--- src/rtl/sle_pkg.sv ---
package sle_pkg;

    localparam int CODE_W = 3;

    typedef enum logic [CODE_W-1:0] {
        CODE_NRZ    = 3'd0,
        CODE_NRZI_M = 3'd1,
        CODE_NRZI_S = 3'd2,
        CODE_FM0    = 3'd3,
        CODE_FM1    = 3'd4,
        CODE_MAN    = 3'd5,
        CODE_DMAN   = 3'd6,
        CODE_RSVD   = 3'd7
    } code_e;

    typedef enum logic [1:0] {
        G_IDLE,
        G_WAIT,
        G_HOLD,
        G_SEND
    } gate_e;

    typedef struct packed {
        logic first;
        logic second;
    } halves_t;

    // Levels for both halves of one bit, given the level the line holds now.
    function automatic halves_t encode_bit(code_e c, logic prev, logic b);
        halves_t h;
        case (c)
            CODE_NRZI_M: begin h.first = prev ^ b;    h.second = h.first;    end
            CODE_NRZI_S: begin h.first = prev ^ ~b;   h.second = h.first;    end
            CODE_FM0:    begin h.first = ~prev;       h.second = ~prev ^ ~b; end
            CODE_FM1:    begin h.first = ~prev;       h.second = ~prev ^ b;  end
            CODE_MAN:    begin h.first = b;           h.second = ~b;         end
            CODE_DMAN:   begin h.first = prev ^ ~b;   h.second = ~(prev ^ ~b); end
            default:     begin h.first = b;           h.second = b;          end
        endcase
        return h;
    endfunction

endpackage

--- src/rtl/sle_gate.sv ---
module sle_gate
    import sle_pkg::*;
#(
    parameter int FAST_BITS = 2,
    parameter int SLOW_BITS = 3
) (
    input  logic clk,
    input  logic rst,
    input  logic half_tick,
    input  logic rts_req,
    input  logic cts_in,
    input  logic cts_opt,
    input  logic bit_valid,
    output logic bit_ready,
    output logic take_o,
    output logic mid_o,
    output logic idle_o
);
    localparam int LONGEST = (FAST_BITS > SLOW_BITS) ? FAST_BITS : SLOW_BITS;
    localparam int CW      = $clog2(2 * LONGEST + 1);
    localparam logic [CW-1:0] FAST_LIM = CW'(2 * FAST_BITS - 2);
    localparam logic [CW-1:0] SLOW_LIM = CW'(2 * SLOW_BITS - 2);

    gate_e          st;
    logic [CW-1:0]  cnt;
    logic [CW-1:0]  lim;
    logic           phase;

    always_ff @(posedge clk) begin
        if (rst) begin
            st    <= G_IDLE;
            cnt   <= '0;
            lim   <= '0;
            phase <= 1'b0;
        end else begin
            case (st)
                G_IDLE: begin
                    if (rts_req) begin
                        cnt   <= '0;
                        phase <= 1'b0;
                        if (cts_in) begin
                            st  <= G_HOLD;
                            lim <= FAST_LIM;
                        end else begin
                            st <= G_WAIT;
                        end
                    end
                end
                G_WAIT: begin
                    if (!rts_req) begin
                        st <= G_IDLE;
                    end else if (cts_in) begin
                        st  <= G_HOLD;
                        cnt <= '0;
                        lim <= cts_opt ? FAST_LIM : SLOW_LIM;
                    end
                end
                G_HOLD: begin
                    if (half_tick) begin
                        if (cnt == lim) begin
                            st    <= G_SEND;
                            phase <= 1'b0;
                        end else begin
                            cnt <= cnt + 1'b1;
                        end
                    end
                end
                default: begin
                    if (half_tick) begin
                        if (!phase) begin
                            if (bit_valid) phase <= 1'b1;
                            else           st    <= G_IDLE;
                        end else begin
                            phase <= 1'b0;
                        end
                    end
                end
            endcase
        end
    end

    assign bit_ready = (st == G_SEND) && !phase && half_tick;
    assign take_o    = bit_ready && bit_valid;
    assign mid_o     = (st == G_SEND) && phase && half_tick;
    assign idle_o    = (st == G_IDLE);

    // data phase is reached only through the delay counter
    a_r8_send_after_hold: assert property (@(posedge clk) disable iff (rst)
        (st == G_SEND && $past(st) != G_SEND) |-> $past(st) == G_HOLD);

    // dropping the request while waiting returns to idle
    a_r11_wait_cancel: assert property (@(posedge clk) disable iff (rst)
        (st == G_WAIT && !rts_req) |=> st == G_IDLE);

    // ready never on consecutive cycles
    a_r10_ready_spaced: assert property (@(posedge clk) disable iff (rst)
        bit_ready |=> !bit_ready);

endmodule

--- src/rtl/sle_shaper.sv ---
module sle_shaper
    import sle_pkg::*;
(
    input  logic              clk,
    input  logic              rst,
    input  logic              idle_i,
    input  logic              take_i,
    input  logic              mid_i,
    input  logic              bit_i,
    input  logic [CODE_W-1:0] mode_i,
    output logic              line_o
);
    code_e   mode_q;
    logic    line_q;
    logic    second_q;
    halves_t nxt;

    assign nxt = encode_bit(mode_q, line_q, bit_i);

    always_ff @(posedge clk) begin
        if (rst) begin
            mode_q   <= CODE_NRZ;
            line_q   <= 1'b1;
            second_q <= 1'b1;
        end else begin
            if (idle_i) begin
                mode_q <= code_e'(mode_i);
                line_q <= 1'b1;
            end
            if (take_i) begin
                line_q   <= nxt.first;
                second_q <= nxt.second;
            end else if (mid_i) begin
                line_q <= second_q;
            end
        end
    end

    assign line_o = line_q;

    // coding only changes from the idle state
    a_r7_mode_frozen: assert property (@(posedge clk) disable iff (rst)
        !$stable(mode_q) |-> $past(idle_i));

    // line moves only after a bit start, a mid-bit tick or idle
    a_r10_line_timing: assert property (@(posedge clk) disable iff (rst)
        !$stable(line_q) |-> ($past(take_i) || $past(mid_i) || $past(idle_i)));

    // bi-phase codings always flip at a bit start
    a_r3_fm_edge: assert property (@(posedge clk) disable iff (rst)
        (take_i && (mode_q == CODE_FM0 || mode_q == CODE_FM1)) |=> line_q != $past(line_q));

    // split-phase codings always flip mid-bit
    a_r4_mid_flip: assert property (@(posedge clk) disable iff (rst)
        (mid_i && (mode_q == CODE_MAN || mode_q == CODE_DMAN)) |=> line_q != $past(line_q));

    // line rests high while idle
    a_r6_idle_high: assert property (@(posedge clk) disable iff (rst)
        (idle_i && $past(idle_i)) |-> line_q);

endmodule

--- src/rtl/sline_enc.sv ---
module sline_enc
    import sle_pkg::*;
#(
    parameter int FAST_BITS = 2,
    parameter int SLOW_BITS = 3
) (
    input  logic              clk,
    input  logic              rst,
    input  logic              half_tick,
    input  logic [CODE_W-1:0] mode_sel,
    input  logic              cts_opt,
    input  logic              rts_req,
    input  logic              cts_in,
    input  logic              bit_valid,
    input  logic              bit_data,
    output logic              bit_ready,
    output logic              line_out
);
    logic take_w;
    logic mid_w;
    logic idle_w;

    sle_gate #(
        .FAST_BITS(FAST_BITS),
        .SLOW_BITS(SLOW_BITS)
    ) u_gate (
        .clk       (clk),
        .rst       (rst),
        .half_tick (half_tick),
        .rts_req   (rts_req),
        .cts_in    (cts_in),
        .cts_opt   (cts_opt),
        .bit_valid (bit_valid),
        .bit_ready (bit_ready),
        .take_o    (take_w),
        .mid_o     (mid_w),
        .idle_o    (idle_w)
    );

    sle_shaper u_shaper (
        .clk    (clk),
        .rst    (rst),
        .idle_i (idle_w),
        .take_i (take_w),
        .mid_i  (mid_w),
        .bit_i  (bit_data),
        .mode_i (mode_sel),
        .line_o (line_out)
    );

endmodule

--- config.mk ---
export PLATFORM = sky130hd
export DESIGN_NAME = sline_enc
export DESIGN_NICKNAME = d
export VERILOG_FILES = /design/src/rtl/sle_pkg.sv /design/src/rtl/sle_gate.sv /design/src/rtl/sle_shaper.sv /design/src/rtl/sline_enc.sv
export SDC_FILE = /design/constraint.sdc
export NUM_CORES = 1
export LEC_CHECK = 0
export CORE_ASPECT_RATIO = 0.8
export CORE_MARGIN = 2
export CORE_UTILIZATION = 55
export DETAILED_ROUTE_END_ITERATION = 12
export GPL_TIMING_DRIVEN = 0
export PLACE_DENSITY = 0.82
export SLEW_MARGIN = 10
export SYNTH_ARGS = -nofsm -noshare
export SYNTH_HDL_FRONTEND = slang
export SYNTH_SLANG_ARGS = --single-unit
--- constraint.sdc ---
create_clock -name clk -period 4 [get_ports clk]
set_clock_uncertainty 0.2 [all_clocks]
set_input_delay 0.8 -clock clk [delete_from_list [all_inputs] [get_ports clk]]
set_output_delay 0.8 -clock clk [all_outputs]
set_load 0.02 [all_outputs]
==> results of run 1 <==
-- power by group --
group	total, mW	internal [mW]	switching (mW)
registers	0.173	0.148	0.0249
clock network	0.0852	0.0387	0.0465
logic	0.221	0.109	0.112
total	0.480	0.296	0.183
-- registers in the layout, indices dropped and copies added (netlist names) --
| name | flops |
|---|---|
| u_gate.cnt | 3 |
| u_gate.lim | 2 |
| u_gate.phase | 1 |
| u_gate.st | 2 |
| u_shaper.line_o | 1 |
| u_shaper.mode_q | 3 |
| u_shaper.second_q | 1 |
-- per-layer routing --
metal  track usage [%]  vias to the layer above
li1                  -                      450
met1              31.9                      410
met5                 0                        -
met2              34.6                       21
met3              6.79                        2
met4              5.26                        0
-- cells by family after synthesis --
family | count (synthesis)
fa+ha+maj | 6
simple gates | 53
compound gates | 26
buf+inv | 9
xor+xnor | 3
mux | 5
flops | 13
-- final cells by class --
class / count / area (um2)
fillers: 143 / 500
multi-input cells: 93 / 678
plain buffers: 5 / 41.3
clock buffers: 4 / 26.3
repair buffers: 11 / 110
flip-flops and latches: 13 / 260
inverters: 4 / 15.0
well taps: 22 / 27.5
-- placed cells by master (no fill, tap or decap), types with 4 or more instances in the layout --
master,count
ha_1,6
nor3_1,5
nor2b_1,4
o21ai_0,5
dfxtp_1,13
nand2_1,4
nor2_1,18
nor3b_1,5
clkdlybuf4s50_1,11
a21oi_1,5
-- worst max-delay path: stages --
cell and delay [ns]:
clkdlybuf4s50_1 0.61, nand2_1 0.11, nor2_1 0.10, clkdlybuf4s50_1 0.61
-- path summary, 6_finish.rpt --
kind / endpoint / depth (start not counted) / slack, ns / startpoint
max reg2reg: u_gate.st[0] / 6 / 1.84 / u_gate.st[0]
min: u_gate.lim[1] / 2 / 0.34 / u_gate.lim[1]
min reg2reg: u_gate.lim[1] / 2 / 0.34 / u_gate.lim[1]
max: bit_ready / 4 / 0.77 / half_tick
==> results.tsv, run 1 <==
stage	metric	value	unit
timing	worst setup margin	0.773	ns
clocking	post-cts sizing count	0	
logic_synthesis	Yosys top cell area share	26.2	%
cells_and_area	Nets	148	
logic_synthesis	number of synthesized flops with an enable pin	0	
place	Area after DPL	0.00113	mm2
logic_synthesis	largest family of logic cells by synthesized area	simple AND/OR/NAND/NOR gates	
logic_synthesis	adder-cell share of the synthesized area	7.55	%
setup_path	CP Max Fanout	7	
timing	Final Hold Fails	0	
drt	initial detailed-routing violation count	26	
drt	DRC viols	0	
logic_synthesis	xor-xnor portion of the synthesized cell area	2.64	%
timing	Final setup viols	0	
cells_and_area	Core Util, Final	69.8	%
cells_and_area	diodes inserted	0	
power	leakage	0.467	nW
global_routing	initial antenna violation count	0	
logic_synthesis	Post-synth top cells	18 x nor2_1, 13 x dfxtp_1, 6 x ha_1	
global_routing	vias in the first global route	828	
timing	Rel. slew slack	73.1	%
die	Core Area	0.00166	mm2
setup_path	Worst Setup Start Kind	primary input	
logic_synthesis	top cells by area, synth	dfxtp_1 26%, ha_1 7.5%, nor2_1 6.8%, nor3b_1 3.8%, buf_6 3.4%	
timing	final critical-path share of the clock period	80.7	%
logic_synthesis	Synth Instances	115	
cells_and_area	fin cells	152	
logic_synthesis	Synth Area in Compound Gates	20.1	%
clocking	TritonCTS Sinks	13	
setup_path	Worst EP arrival	2.23	ns
global_routing	Global Route Usage Sum	22.9	%
power	pwr dens	414	mW/mm2
place	Placer Congestion	0.835	
logic_synthesis	top cell type by total area after synthesis	dfxtp_1	
logic_synthesis	Syn Nets	132	
timing	final hold slack	0.344	ns
cells_and_area	proportion of layout cells with a drive suffix above 1	13.8	%
logic_synthesis	most common cell in the netlist	nor2_1	
logic_synthesis	dominant synthesized flop cell	dfxtp_1	
run_status	status	complete, no violations	
clocking	H-tree Lvls	1	
die	num rows	13	
clocking	clk buf depth	2	
drt	final WL	2190	um
logic_synthesis	post-synthesis cell type count	44	
drt	WL met2	1040	um
die	die height	42.0	um
timing	Sum Neg Setup Slack	0	ns
logic_synthesis	Synth Area in Simple Gates	31.8	%
logic_synthesis	Synth Area per Inst	8.65	um2
min_path	hold crit path type	flip-flop to flip-flop	
drt	vias	883	
place	Port Buffers	11	
power	Tot Pwr	480	uW
timing	RSZ-0062 raised after global routing	no	
drt	Vias/cell	5.81	
clocking	CTS Hold Bufs	0	
setup_path	Crit. End Element	primary output	
timing	min Tclk post-route	3.23	ns
setup_path	CP Class	primary input to primary output	
drt	drt pass-1 iters	4	
die	Die ar.	0.00217	mm2
clocking	Root Driver	clkbuf_4	
global_routing	first-pass GRT wire length	3760	um
setup_path	CP required	3.00	ns
drt	max layer used	met4	
logic_synthesis	register area share after synthesis	26.2	%
clocking	Num CTS Buffers	3	
logic_synthesis	post-synthesis mux area share	6.04	%
global_routing	grt ovf	0	
die	Die W	51.5	um
logic_synthesis	yosys warns	0	
clocking	CTS tree	built	
drt	routed len/inst	14.4	um
place	Place WS	0.802	ns
die	Initial Utilization	60.0	%
die	I/O pin total	13	
place	Placed Instances	148	
clocking	Worst-Skew Late Latency	0.29	ns
global_routing	largest net degree at the start of global routing	11	
drt	metal1 wirelength	1050	um
cells_and_area	final instance area	0.00116	mm2
power	Max VDD drop	0.000308	V
flow_run	Max-Cap Viols	0	
logic_synthesis	Yosys reg bits	13	
drt	routed wl met3	96	um
timing	Max Clk Rate	310	MHz
cells_and_area	Area Growth Syn to Fin	16.5	%
timing	Worst Tran Pin Value	0.401	ns
drt	Antenna Nets Post-Route	0	
logic_synthesis	Synth Cell Area	995	um2
clocking	post-CTS setup buffer count	0	
clocking	clock-pin slew on the worst setup and hold paths	0.09	ns
logic_synthesis	Post-synth ARST share	0	%
timing	max-slew violation count	0	
place	HPWL after DPL	1690	um
(Power assumes the default switching activity.)
==> run 2, diff against run 1 <==
--- a/config.mk
+++ b/config.mk
@@ -7,10 +7,10 @@
 export LEC_CHECK = 0
 export CORE_ASPECT_RATIO = 0.8
 export CORE_MARGIN = 2
-export CORE_UTILIZATION = 55
+export CORE_UTILIZATION = 53
 export DETAILED_ROUTE_END_ITERATION = 12
 export GPL_TIMING_DRIVEN = 0
-export PLACE_DENSITY = 0.82
+export PLACE_DENSITY = 0.79
 export SLEW_MARGIN = 10
 export SYNTH_ARGS = -nofsm -noshare
 export SYNTH_HDL_FRONTEND = slang
==> constraint.sdc (replaced) <==
create_clock -name clk -period 3 [get_ports clk]
set_clock_uncertainty 0.2 [all_clocks]
set_input_delay 0.6 -clock clk [delete_from_list [all_inputs] [get_ports clk]]
set_output_delay 0.6 -clock clk [all_outputs]
set_load 0.02 [all_outputs]
==> run 2 against run 1 <==
Effect of this change:
- sequential cell count is the same
- global-route usage shrank 1.9 points
- hold slack lost 0.0084 ns
- final cell count is the same
- wire length shrank 5.5%
- cell area grew 0.11%
- critical path depth is the same
- sequential share of layout area is essentially flat
- critical path type unchanged
- critical endpoint unchanged
- highest routed layer unchanged
==> results.tsv, run 2 (synthesis results as in run 1) <==
stage	metric	value	unit	change
timing	worst setup margin	0.162	ns	was 0.773 ns
drt	final WL	2070	um	was 2190 um
die	Die ar.	0.00224	mm2	was 0.00217 mm2
min_path	hold crit path type	flip-flop to flip-flop		unchanged
place	Port Buffers	11		unchanged
run_status	status	complete, no violations		unchanged
cells_and_area	proportion of layout cells with a drive suffix above 1	14.6	%	was 13.8%
cells_and_area	final instance area	0.00116	mm2	about the same
clocking	H-tree Lvls	1		unchanged
clocking	Root Driver	clkbuf_4		unchanged
global_routing	Global Route Usage Sum	21.0	%	was 22.9%
die	num rows	13		unchanged
flow_run	Max-Cap Viols	0		unchanged
setup_path	CP required	2.20	ns	was 3.00 ns
timing	min Tclk post-route	2.84	ns	
cells_and_area	commonest non-fill, non-tap cell in the layout	nor2_1		unchanged
die	Die W	52.4	um	was 51.5 um
power	cell internal pwr	393	uW	was 296 uW
setup_path	Worst path slowest cell	clkdlybuf4s50_1		unchanged
die	Initial Utilization	58.8	%	was 60.0%
setup_path	critical path cell sequence	clkdlybuf4s50_1 > nand2_1 > nor2_1 > clkdlybuf4s50_1		unchanged
place	Place WS	0.182	ns	was 0.802 ns
power	Flop pwr share	36.0	%	was 36.1%
setup_path	CP top delay family	buffers and inverters		unchanged
global_routing	largest net degree at the start of global routing	11		unchanged
clocking	CTS Hold Bufs	0		unchanged
cells_and_area	Area Growth Syn to Fin	16.6	%	was 16.5%
cells_and_area	diodes inserted	0		unchanged
cells_and_area	most frequent cells in the layout	18 x nor2_1, 13 x dfxtp_1, 11 x clkdlybuf4s50_1		unchanged
min_path	hold wc startpoint	u_gate.lim[1]		unchanged
clocking	clk buf depth	2		unchanged
setup_path	launch point of the worst reg-to-reg path	u_gate.st[0]		unchanged
min_path	Hold Path End	u_gate.lim[1]		unchanged
drt	Vias/cell	5.88		was 5.81
timing	Final setup viols	0		unchanged
place	Placer Congestion	0.855		was 0.835
timing	final critical-path share of the clock period	94.6	%	
setup_path	Critical path buffers and inverters	2		unchanged
power	pwr dens	549	mW/mm2	was 414 mW/mm2
min_path	hold path cells	2		unchanged
drt	Antenna Nets Post-Route	0		unchanged
drt	routed len/inst	13.6	um	was 14.4 um
clocking	CTS tree	built		unchanged
clocking	post-CTS setup buffer count	0		unchanged
timing	Max Clk Rate	352	MHz	
setup_path	r2r setup slk	0.91	ns	was 1.84 ns
clocking	clock-pin slew on the worst setup and hold paths	0.08	ns	was 0.09 ns
global_routing	first-pass GRT wire length	3610	um	was 3760 um
cells_and_area	Core Util, Final	68.6	%	was 69.8%
setup_path	CP max stage delay	0.62	ns	was 0.61 ns
setup_path	Crit. End Element	primary output		unchanged
die	die height	42.8	um	was 42.0 um
drt	vias	893		was 883
setup_path	most used cell, CP	clkdlybuf4s50_1		unchanged
place	HPWL after DPL	1560	um	was 1690 um
power	NetSw	244	uW	was 183 uW
clocking	TritonCTS Sinks	13		unchanged
drt	drt pass-1 iters	4		unchanged
setup_path	Worst Setup Start Kind	primary input		unchanged
power	switch share	38.3	%	about the same
timing	Final Hold Fails	0		unchanged
clocking	post-cts sizing count	0		unchanged
clocking	Num CTS Buffers	3		unchanged
setup_path	CP Class	primary input to primary output		unchanged
timing	RSZ-0062 raised after global routing	no		unchanged
global_routing	vias in the first global route	845		was 828
clocking	Worst-Skew Late Latency	0.29	ns	about the same
timing	Worst Tran Pin Value	0.402	ns	was 0.401 ns
power	leakage	0.470	nW	was 0.467 nW
timing	Sum Neg Setup Slack	0	ns	unchanged
drt	DRC viols	0		unchanged
power	Max VDD drop	0.000374	V	was 0.000308 V
timing	max-slew violation count	0		unchanged
setup_path	cells on worst reg2reg path	6		unchanged
setup_path	CP Max Fanout	7		unchanged
die	Core Area	0.00169	mm2	was 0.00166 mm2
die	I/O pin total	13		unchanged
setup_path	reg2reg end	u_gate.st[0]		unchanged
cells_and_area	top flop regs	u_gate.cnt x3, u_shaper.mode_q x3		unchanged
cells_and_area	Nets	148		unchanged
drt	initial detailed-routing violation count	20		was 26
global_routing	initial antenna violation count	0		unchanged
place	Area after DPL	0.00113	mm2	unchanged
timing	Rel. slew slack	73.2	%	was 73.1%
power	power share of the clock group	18.2	%	was 17.8%
power	Gate power share	45.8	%	was 46.2%
setup_path	Worst EP arrival	2.04	ns	was 2.23 ns
power	Tot Pwr	636	uW	was 480 uW
global_routing	grt ovf	0		unchanged
## run 2: changes by cell type in the layout (fill, tap and decap cells not counted)
cell      delta
clkbuf_1     -1
clkinv_2     +1
## run 2: cell type report
type                            instances  area (um2)
Timing Repair Buffer                   11         110
Clock inverter                          1        5.00
Tap cell                               22        27.5
Inverter                                4        15.0
Fill cell                             145         532
Sequential cell                        13         260
Multi-Input combinational cell         93         678
Clock buffer                            3        22.5
Buffer                                  5        41.3
## run 2: worst max-delay path by stage
stage                 startpoint            to  slack, ns  depth (start not counted)
CTS                    half_tick     bit_ready       0.17                          4
detailed placement     half_tick     bit_ready       0.18                          4
global placement       half_tick     bit_ready       0.21                          4
floorplan           u_gate.st[1]  u_gate.st[0]       1.11                          7
global route           half_tick     bit_ready       0.12                          4
finish                 half_tick     bit_ready       0.16                          4
## run 2: worst reg2reg max path, delay by kind of cell, from the launching register on
family	cells	cell delay [ns]
DFF	1	0.40
and+or+nand+nor	2	0.39
adders and majority gates	1	0.32
muxes	1	0.30
AOI/OAI and AO/OA	1	0.27
buffers and inverters	1	0.11
## run 2: power groups by stage
stage	Clock (mW)	Combinational [mW]	Sequential, mW
after global routing	0.127	0.324	0.236
after floorplan	0	0.232	0.225
final	0.116	0.292	0.229
after CTS	0.120	0.290	0.229
after global placement	0	0.281	0.231
after detailed placement	0	0.289	0.233
## run 2: metrics by stage
step                      instances  hold slack [ns]
final                           152            0.336
after global routing            152            0.394
after CTS                       152            0.332
after detailed placement        148            0.319
after global placement          148            0.317
after floorplan                 115            0.285
## run 2: per-layer routing
layer  GRT usage (%)  routed length (um)  up-vias  part of all wire [%]
met5               0                   0        -                     0
met4            1.54                   9        0                  0.44
met3            6.34                  94        2                   4.6
met2            32.5                 929       21                    45
met1            29.7                1030      418                    50
li1                -                   -      452                     -
==> run 3, diff against run 2 <==
--- a/config.mk
+++ b/config.mk
@@ -5,13 +5,12 @@
 export SDC_FILE = /design/constraint.sdc
 export NUM_CORES = 1
 export LEC_CHECK = 0
-export CORE_ASPECT_RATIO = 0.8
+export CORE_ASPECT_RATIO = 0.9
 export CORE_MARGIN = 2
 export CORE_UTILIZATION = 53
 export DETAILED_ROUTE_END_ITERATION = 12
 export GPL_TIMING_DRIVEN = 0
 export PLACE_DENSITY = 0.79
-export SLEW_MARGIN = 10
 export SYNTH_ARGS = -nofsm -noshare
 export SYNTH_HDL_FRONTEND = slang
 export SYNTH_SLANG_ARGS = --single-unit
==> run 3 against run 2 <==
Effect of this change:
- setup slack improved by 0.028 ns
- core utilization fell by 0.85 points
- global-route usage fell by 0.52 points
- sequential cell count did not move
- sequential share of layout area barely moved
- via count fell by 3.7%
- final cell count rose by 1.3%
- first-iteration DRC count fell by 20%
- wire length fell by 4.7%
- critical endpoint unchanged
- largest cell class unchanged
==> results.tsv, run 3 (synthesis results as in run 1) <==
stage	metric	value	unit	change
run_status	status	complete, no violations		unchanged
clocking	post-CTS setup buffer count	0		unchanged
drt	Antenna Nets Post-Route	0		unchanged
die	num rows	14		was 13
timing	Final Hold Fails	0		unchanged
global_routing	initial antenna violation count	0		unchanged
clocking	TritonCTS Sinks	13		unchanged
cells_and_area	final instance area	0.00116	mm2	about the same
setup_path	CP Max Fanout	7		unchanged
clocking	CTS Hold Bufs	0		unchanged
global_routing	largest net degree at the start of global routing	11		unchanged
drt	Vias/cell	5.58		was 5.88
setup_path	CP required	2.20	ns	about the same
clocking	Worst-Skew Late Latency	0.29	ns	about the same
setup_path	Worst EP arrival	2.01	ns	was 2.04 ns
cells_and_area	diodes inserted	0		unchanged
clocking	clock-pin slew on the worst setup and hold paths	0.09	ns	was 0.08 ns
power	pwr dens	548	mW/mm2	was 549 mW/mm2
power	leakage	0.470	nW	unchanged
drt	initial detailed-routing violation count	16		was 20
cells_and_area	top flop regs	u_gate.cnt x3, u_shaper.mode_q x3		unchanged
timing	Rel. slew slack	72.8	%	was 73.2%
flow_run	Max-Cap Viols	0		unchanged
drt	final WL	1970	um	was 2070 um
place	HPWL after DPL	1490	um	was 1560 um
setup_path	Crit. End Element	primary output		unchanged
setup_path	CP Class	primary input to primary output		unchanged
setup_path	Worst Setup Start Kind	primary input		unchanged
setup_path	Worst path slowest cell	clkdlybuf4s50_1		unchanged
clocking	Num CTS Buffers	3		unchanged
cells_and_area	fin cells	154		was 152
power	Tot Pwr	637	uW	was 636 uW
min_path	hold crit path type	flip-flop to flip-flop		unchanged
cells_and_area	most frequent cells in the layout	18 x nor2_1, 13 x dfxtp_1, 11 x clkdlybuf4s50_1		unchanged
die	die height	45.1	um	was 42.8 um
die	Die ar.	0.00224	mm2	about the same
cells_and_area	commonest non-fill, non-tap cell in the layout	nor2_1		unchanged
place	Area after DPL	0.00113	mm2	about the same
global_routing	vias in the first global route	793		was 845
timing	Max Clk Rate	356	MHz	was 352 MHz
global_routing	first-pass GRT wire length	3480	um	was 3610 um
timing	max-slew violation count	0		unchanged
global_routing	grt ovf	0		unchanged
drt	drt pass-1 iters	4		unchanged
setup_path	CP max stage delay	0.61	ns	was 0.62 ns
place	Place WS	0.175	ns	was 0.182 ns
clocking	clk buf depth	2		unchanged
die	I/O pin total	13		unchanged
timing	RSZ-0062 raised after global routing	no		unchanged
clocking	H-tree Lvls	1		unchanged
cells_and_area	Nets	148		unchanged
cells_and_area	Core Util, Final	67.7	%	was 68.6%
timing	final hold slack	0.326	ns	was 0.336 ns
timing	Final setup viols	0		unchanged
clocking	post-cts sizing count	0		unchanged
timing	Worst Tran Pin Value	0.405	ns	was 0.402 ns
drt	DRC viols	0		unchanged
place	Placer Congestion	0.821		was 0.855
setup_path	most used cell, CP	clkdlybuf4s50_1		unchanged
die	Core Area	0.00172	mm2	was 0.00169 mm2
clocking	CTS tree	built		unchanged
cells_and_area	Area Growth Syn to Fin	16.9	%	was 16.6%
global_routing	Global Route Usage Sum	20.4	%	was 21.0%
timing	Sum Neg Setup Slack	0	ns	unchanged
setup_path	critical path cell sequence	clkdlybuf4s50_1 > nand2_1 > nor2_1 > clkdlybuf4s50_1		unchanged
place	Port Buffers	11		unchanged
drt	vias	860		was 893
drt	routed len/inst	12.8	um	was 13.6 um
timing	final critical-path share of the clock period	93.7	%	was 94.6%
die	Initial Utilization	57.9	%	was 58.8%
power	Max VDD drop	0.000316	V	was 0.000374 V
clocking	Root Driver	clkbuf_4		unchanged
place	Placed Instances	150		was 148
die	Die W	49.7	um	was 52.4 um
timing	min Tclk post-route	2.81	ns	was 2.84 ns
timing	worst setup margin	0.189	ns	was 0.162 ns
cells_and_area	proportion of layout cells with a drive suffix above 1	14.6	%	unchanged
[run 3: metal layers]
layer	routed length, um	track usage, %	share of wire, %	vias to the layer above
met2	935	35.7	48	14
met4	7	3.33	0.36	0
met5	0	0	0	-
met3	100	6.95	5.1	2
met1	924	25.2	47	391
li1	-	-	-	453
[run 3: worst max-delay path: cells and delay by family]
family | cells | cell delay [ns]
buf+inv | 2 | 1.20
simple gates | 2 | 0.20
[run 3: worst paths after layout]
| check | start | to | slack (ns) | cells past startpoint |
|---|---|---|---|---|
| max | half_tick | bit_ready | 0.19 | 4 |
| min | u_gate.lim[1] | u_gate.lim[1] | 0.33 | 2 |
| max reg2reg | u_gate.st[0] | u_gate.cnt[0] | 0.91 | 6 |
| min reg2reg | u_gate.lim[1] | u_gate.lim[1] | 0.33 | 2 |
[run 3: power by group]
group	switching (mW)	leakage, nW	internal [mW]
Sequential	0.0310	0.106	0.197
Combinational	0.143	0.346	0.146
Clock	0.0702	0.0177	0.0497
Total	0.244	0.470	0.393
[run 3: cell type report]
| type | count | area (um2) |
|---|---|---|
| Buffer | 5 | 41.3 |
| Inverter | 4 | 15.0 |
| Clock inverter | 1 | 5.00 |
| Fill cell | 151 | 554 |
| Clock buffer | 3 | 22.5 |
| Sequential cell | 13 | 260 |
| Multi-Input combinational cell | 93 | 678 |
| Tap cell | 24 | 30.0 |
| Timing Repair Buffer | 11 | 110 |
